[config.mk]
export PLATFORM = sky130hd
export DESIGN_NAME = crc8_accum
export DESIGN_NICKNAME = d
export VERILOG_FILES = /design/src/rtl/crc8_accum_pkg.sv /design/src/rtl/crc8_accum_ctrl.sv /design/src/rtl/crc8_accum_dp.sv /design/src/rtl/crc8_accum.sv
export SDC_FILE = /design/constraint.sdc
export NUM_CORES = 1
export LEC_CHECK = 0
export BUFFER_PORTS_ARGS = -buffer_cell sky130_fd_sc_hd__buf_2
export CORE_AREA = 2 2 39 41
export CTS_CLUSTER_DIAMETER = 30
export DETAILED_ROUTE_END_ITERATION = 8
export DIE_AREA = 0 0 41 43
export PLACE_DENSITY = 0.76
export SLEW_MARGIN = 15
export SYNTH_ARGS = -nofsm -noshare
export SYNTH_HDL_FRONTEND = slang
export SYNTH_SLANG_ARGS = --single-unit
export TNS_END_PERCENT = 10
[constraint.sdc]
create_clock -name clk -period 4.7 [get_ports clk]
set_input_delay 0.235 -clock clk [delete_from_list [all_inputs] [get_ports clk]]
set_output_delay 0.235 -clock clk [all_outputs]
set_load 0.01 [all_outputs]
[src/rtl/crc8_accum_pkg.sv]
package crc8_accum_pkg;

  // Strobes issued by the control unit to the datapath each cycle.
  typedef struct packed {
    logic clear;  // zero the register
    logic load;   // a byte is taken this cycle
    logic step;   // fold one bit (serial build only)
  } crcStrobes_t;

  // One reflected bit step: shift right, fold polynomial when the
  // outgoing bit differs from the data bit.
  function automatic logic [7:0] foldBit(input logic [7:0] cur,
                                         input logic       bitIn,
                                         input logic [7:0] poly);
    logic [7:0] shifted;
    shifted = cur >> 1;
    return (cur[0] ^ bitIn) ? (shifted ^ poly) : shifted;
  endfunction

endpackage

[src/rtl/crc8_accum_ctrl.sv]
module crc8_accum_ctrl
  import crc8_accum_pkg::*;
#(
  parameter int BYTE_W = 8,
  parameter bit SERIAL = 1'b0
) (
  input  logic        clk,
  input  logic        rstN,
  input  logic        clearIn,
  input  logic        byteValid,
  output logic        ready,
  output crcStrobes_t strobes
);

  localparam int CNT_W = $clog2(BYTE_W + 1);

  generate
    if (SERIAL) begin : gSerial
      logic [CNT_W-1:0] bitsLeft;
      logic             idle;

      assign idle          = (bitsLeft == '0);
      assign ready         = idle;
      assign strobes.clear = clearIn;
      assign strobes.load  = byteValid && idle && !clearIn;
      assign strobes.step  = !idle && !clearIn;

      always_ff @(posedge clk or negedge rstN) begin
        if (!rstN) begin
          bitsLeft <= '0;
        end else if (clearIn) begin
          bitsLeft <= '0;
        end else if (byteValid && idle) begin
          bitsLeft <= CNT_W'(BYTE_W);
        end else if (!idle) begin
          bitsLeft <= bitsLeft - 1'b1;
        end
      end

      // A taken byte makes the unit busy on the next cycle.
      assert_busy_after_take_R8: assert property (@(posedge clk) disable iff (!rstN)
        (byteValid && ready && !clearIn) |=> !ready);

      // Ready only returns after a bit step or an abort.
      assert_ready_returns_R8: assert property (@(posedge clk) disable iff (!rstN)
        $rose(ready) |-> ($past(strobes.step) || $past(clearIn)));
    end else begin : gUnrolled
      assign ready         = 1'b1;
      assign strobes.clear = clearIn;
      assign strobes.load  = byteValid && !clearIn;
      assign strobes.step  = 1'b0;
    end
  endgenerate

endmodule

[src/rtl/crc8_accum_dp.sv]
module crc8_accum_dp
  import crc8_accum_pkg::*;
#(
  parameter int         BYTE_W = 8,
  parameter logic [7:0] POLY   = 8'h8C,
  parameter bit         SERIAL = 1'b0
) (
  input  logic              clk,
  input  logic              rstN,
  input  crcStrobes_t       strobes,
  input  logic [BYTE_W-1:0] byteIn,
  output logic [7:0]        crcOut,
  output logic              crcZero
);

  logic [7:0] crcReg;

  generate
    if (SERIAL) begin : gSerial
      logic [BYTE_W-1:0] dataSh;

      always_ff @(posedge clk or negedge rstN) begin
        if (!rstN) begin
          crcReg <= '0;
          dataSh <= '0;
        end else if (strobes.clear) begin
          crcReg <= '0;
          dataSh <= '0;
        end else if (strobes.load) begin
          dataSh <= byteIn;
        end else if (strobes.step) begin
          crcReg <= foldBit(crcReg, dataSh[0], POLY);
          dataSh <= dataSh >> 1;
        end
      end
    end else begin : gUnrolled
      logic [7:0] nextCrc;

      always_comb begin
        nextCrc = crcReg;
        for (int i = 0; i < BYTE_W; i++) begin
          nextCrc = foldBit(nextCrc, byteIn[i], POLY);
        end
      end

      always_ff @(posedge clk or negedge rstN) begin
        if (!rstN) begin
          crcReg <= '0;
        end else if (strobes.clear) begin
          crcReg <= '0;
        end else if (strobes.load) begin
          crcReg <= nextCrc;
        end
      end
    end
  endgenerate

  assign crcOut  = crcReg;
  assign crcZero = (crcReg == 8'h00);

  // A clear strobe from control leaves the register at zero.
  assert_clear_zero_R2: assert property (@(posedge clk) disable iff (!rstN)
    strobes.clear |=> (crcOut == 8'h00));

  // Without any strobe the register holds its value.
  assert_hold_idle_R9: assert property (@(posedge clk) disable iff (!rstN)
    (!strobes.clear && !strobes.load && !strobes.step) |=> $stable(crcOut));

endmodule

[src/rtl/crc8_accum.sv]
module crc8_accum
  import crc8_accum_pkg::*;
#(
  parameter logic [7:0] POLY   = 8'h8C,
  parameter bit         SERIAL = 1'b0
) (
  input  logic       clk,
  input  logic       rstN,
  input  logic       clearIn,
  input  logic       byteValid,
  input  logic [7:0] byteIn,
  output logic       ready,
  output logic [7:0] crcOut,
  output logic       crcZero
);

  localparam int BYTE_W = 8;

  crcStrobes_t strobes;

  crc8_accum_ctrl #(
    .BYTE_W (BYTE_W),
    .SERIAL (SERIAL)
  ) u_ctrl (
    .clk       (clk),
    .rstN      (rstN),
    .clearIn   (clearIn),
    .byteValid (byteValid),
    .ready     (ready),
    .strobes   (strobes)
  );

  crc8_accum_dp #(
    .BYTE_W (BYTE_W),
    .POLY   (POLY),
    .SERIAL (SERIAL)
  ) u_dp (
    .clk     (clk),
    .rstN    (rstN),
    .strobes (strobes),
    .byteIn  (byteIn),
    .crcOut  (crcOut),
    .crcZero (crcZero)
  );

  // Clear wins over a byte in the same cycle: zero and idle next.
  assert_clear_priority_R3: assert property (@(posedge clk) disable iff (!rstN)
    clearIn |=> (crcOut == 8'h00 && ready && crcZero));

endmodule

Word level (Yosys, flattened, before mapping) --
Index checks and enable logic that the tools add are counted.
Operators by class: divide/modulo/power cells 0, bitwise gates (word level) 16, reduce and logical (&&, ||, !) cells 4, muxes and demuxes 10, $lt $le $gt $ge 0, shifts and indexed selects 0, $mul 0, equal/unequal tests 0, add/subtract/negate cells 0
Operators with widths (count):
- $mux W8 | 10
- $not A2 Y3 | 8
- $logic_not A8 Y1 | 1
- $xor A1 B1 Y1 | 8
- $reduce_bool A2 Y1 | 1
- $logic_and A1 B1 Y1 | 1
- $logic_not A1 Y1 | 1
Storage, ports and cells: bits in latches 0, output and inout bits 10, ROM bits 0, bits in writable memories 0, memories 0, bits of input ports 12, register bits 8, logic and storage cells 31

Longest topological paths before layout --
word-level depth 18, depth in mapped cells 4, gate-level depth less buffers 4

By module --
Synthesis repeated with hierarchy kept, for this count alone.
Unflattened totals: cell total of the unflattened synthesis 59, area, all modules 630.6 um^2
By module, submodules not included:
- crc8_accum_dp | seq. area each 200.2 um^2, area each 586.8 um^2, cells an instance 53, times used 1
- crc8_accum_ctrl | seq. area each 0.0 um^2, area each 43.8 um^2, cells an instance 6, times used 1

Least setup slack after synthesis --
OpenSTA, ideal clock, no wires.
kind register to register, start register u_dp.crcReg[1], in the netlist u_dp.crcOut[1], end register u_dp.crcReg[2], in the netlist u_dp.crcOut[2], data required time 4.579 ns, arrival 1.717 ns, period minus slack after synthesis 1.837 ns, path buffers 0, cell stages (with the launch flop) 5, slack 2.863 ns, cell sequence dfrtp_1 -> xnor2_2 -> xor3_2 -> xnor3_1 -> a22o_1
On the way: cells in the longest elaborated chain, start to end 13
RTL lines:
- from (decl) | line crc8_accum_dp.sv:16 | logic [7:0] crcReg;
- from (signal assigned) | line crc8_accum_dp.sv:52 | crcReg <= nextCrc;
- $mux W8 | line crc8_accum_pkg.sv:17 | return (cur[0] ^ bitIn) ? (shifted ^ poly) : shifted;
- $xor A1 B1 Y1 | line crc8_accum_pkg.sv:17
- $mux W8 (3 in series) | line crc8_accum_pkg.sv:17
- $xor A1 B1 Y1 | line crc8_accum_pkg.sv:17
- $mux W8 (3 in series) | line crc8_accum_pkg.sv:17
- $xor A1 B1 Y1 | line crc8_accum_pkg.sv:17
- $mux W8 | line crc8_accum_pkg.sv:17
- $mux W8 | line crc8_accum_dp.sv:51 | end else if (strobes.load) begin
- $mux W8 | line crc8_accum_dp.sv:49 | end else if (strobes.clear) begin
Every way passes these cells. The select of a mux whose other input is x is not followed. A chain may end at the register's enable or synchronous reset.

Worst setup path in the final report --
Ends and elaborated chain as after synthesis.

==> results by group <==
Die
  • Die X-Extent: 41 µm
  • Core area: 1380 µm²
  • I/O pin count: 22
  • Die area: 1760 µm²
  • Initial Util: 44.8%
  • Die Y: 43 µm
  • Cell row count: 14

Synthesis
  • Part of the Yosys area used for sequential elements: 32.3%
  • Avg Inst Size Synth: 11.5 µm²
  • Count of different cell masters after synthesis: 19
  • Cells after Synth: 54
  • Post-synthesis register bit count: 8
  • Post-synth net total: 66
  • Mapped Area: 619 µm²
  • Ys Warns: 0

STA
  • Max Slew Vio Count: 0
  • Clock Skew: 0.00348 ns
  • RSZ-0062 raised after global routing: no
  • Min cycle time layout: 1.89 ns
  • Final worst setup slack: 2.81 ns
  • Setup TNS: 0 ns
  • Fin crit share: 40.2%
  • Final setup violation count: 0
  • Endpoints failing hold: 0
  • Fmax: 529 MHz

Worst setup path
  • Reg2reg path depth: 4
  • Crit path capture: u_dp.crcOut[2]
  • CP Launch Point: u_dp.crcOut[1]
  • Crit end category: flop
  • Worst Setup Start Kind: flop
  • Worst EP required: 4.84 ns
  • Reg-to-reg startpoint: u_dp.crcOut[1]
  • Reg-to-reg slack, setup: 2.81 ns
  • Critical path peak fanout: 4
  • WS Path Type: reg2reg
  • R2R Path End: u_dp.crcOut[2]
  • Critical Path AT: 2.03 ns

Drt
  • Total number of vias: 450
  • Pre-antenna DRT Iters: 4
  • Routed WL: 1160 µm
  • Detailed Route Iter0 Violations: 6
  • Remaining antenna violation count: 0
  • Routed WL per cell: 12.7 µm
  • Drt drc: 0
  • Vias per cell: 4.95

Pwr
  • Psw: 168 µW
  • Seq pwr share: 25.6%
  • Internal cell power: 297 µW
  • Sw Ratio: 36.1%
  • Leakage: 0.000379 µW
  • Pwr/cell area: 614 nW/µm²
  • Clock share of power: 11.2%
  • Worst VDD drop: 0.221 mV
  • Total power: 465 µW
  • Comb pwr share: 63.3%

Global routing
  • Largest net degree at the start of global routing: 17
  • Vias in the first global route: 434
  • First-pass GRT wire length: 1880 µm
  • Total track usage: 16.3%
  • GRT overflow: 0
  • Initial antenna violation count: 0

Clock network
  • Reg clk slew, reported paths: 0.06 ns
  • Later-pin clock latency in the skew report: 0.25 ns
  • Post-CTS Setup Inserts: 0
  • CTS buffer count: 3
  • CTS tree: yes
  • PostCTS Resize Cnt: 0
  • CTS H-tree depth: 1
  • Max clock buf depth: 2
  • CTS sink count: 8
  • CTS root buf: clkbuf_4

Worst hold path
  • Class of the worst hold path: in2reg

Flow run
  • Max-cap violations: 0

Layout
  • Synth-to-Final Area Change: 22.2%
  • Nets: 89
  • Layout cells sized above 1: 37.3%
  • Largest register FFs: 8
  • Ant diodes: 0

Run status
  • Status: completed

Place
  • IO buf count: 20
  • Gpl congestion: 0.714
  • Pre-CTS WS: 2.82 ns
kinds of logic (layout without fill, tap and decap cells):
family	after synthesis	after routing	synth area share, %
AO/OA/AOI/OAI	9	9	10.9
flip-flops	8	8	32.3
XOR/XNOR	20	20	43.6
other	1	1	0.605
buffers and inverters	3	24	2.42
AND/OR/NAND/NOR	13	13	10.1
cell type report:
cell class | count | area, µm²
Multi-Input combinational cell | 43 | 404
Tap cell | 16 | 20.0
Fill cell | 139 | 627
Clock buffer | 3 | 22.5
Sequential cell | 8 | 200
Timing Repair Buffer | 21 | 110
worst min path at each step:
stage	startpoint	slack, ns	cells past startpoint	end
3_3_place_gp	rstN	0.09	1	u_dp.crcOut[3]
5_1_grt	clearIn	0.28	2	u_dp.crcOut[5]
6_report	clearIn	0.27	2	u_dp.crcOut[6]
2_1_floorplan	rstN	-0.06	0	u_dp.crcOut[0]
3_5_place_dp	rstN	0.09	1	u_dp.crcOut[3]
4_1_cts	clearIn	0.27	2	u_dp.crcOut[6]
layer usage:
layer / wire length [µm] / global-route usage [%] / up-vias
li1: - / - / 229
met1: 527 / 22.4 / 207
met2: 570 / 22.8 / 12
met3: 46 / 3.14 / 2
met4: 14 / 10.0 / 0
met5: 0 / 0 / -
critical path, cell delays in order (launching register included):
cell and delay [ns]:
dfrtp_1 0.42, xnor2_2 0.24, xor3_2 0.51, xnor3_1 0.37
a22o_1 0.23
metrics by stage:
| stage | area (µm²) | cells | hold WS [ns] | util (%) |
|---|---|---|---|---|
| after floorplan | 619 | 54 | -0.0606 | - |
| after global placement | 724 | 87 | 0.0877 | 52.4 |
| after detailed placement | 724 | 87 | 0.0914 | 52.4 |
| after CTS | 757 | 91 | 0.267 | 54.7 |
| after global routing | 757 | 91 | 0.277 | 54.7 |
| final | 757 | 91 | 0.269 | 54.7 |
synthesized netlist by cell type, drive strengths merged:
cell type | count | area share [%]
buf | 2 | 1.8
xnor3 | 3 | 11
xnor2 | 15 | 25
conb | 1 | 0.61
a31o | 1 | 1.4
clkbuf | 1 | 0.61
dfrtp | 8 | 32
xor3 | 2 | 7.9
nand2b | 1 | 1.0
nor2 | 9 | 5.5
a22o | 1 | 1.4
a21oi | 1 | 0.81
or4 | 2 | 2.6
nor2b | 1 | 1.0
a211oi | 6 | 7.3
layout by cell type, fill, tap and decap left out, types with 3 or more instances in the layout:
cell type  count
dfrtp_1        8
xnor2_1       12
xnor2_2        3
xnor3_1        3
a211oi_1       6
nor2_1         9
clkbuf_4       3
buf_2         20
power groups by stage:
stage          Sequential, µW  Combinational, µW  Clock (µW)
2_1_floorplan             126                224           0
3_3_place_gp              119                293           0
3_5_place_dp              120                293           0
4_1_cts                   118                297        54.7
5_1_grt                   123                322        58.6
6_report                  119                294        51.9
timing repair:
item,4_1_cts,5_1_grt
setup endpoints to repair,0,0
hold endpoints to repair,8,0
hold buffers,1,0
Note: power is estimated with default switching activity, not from simulation.
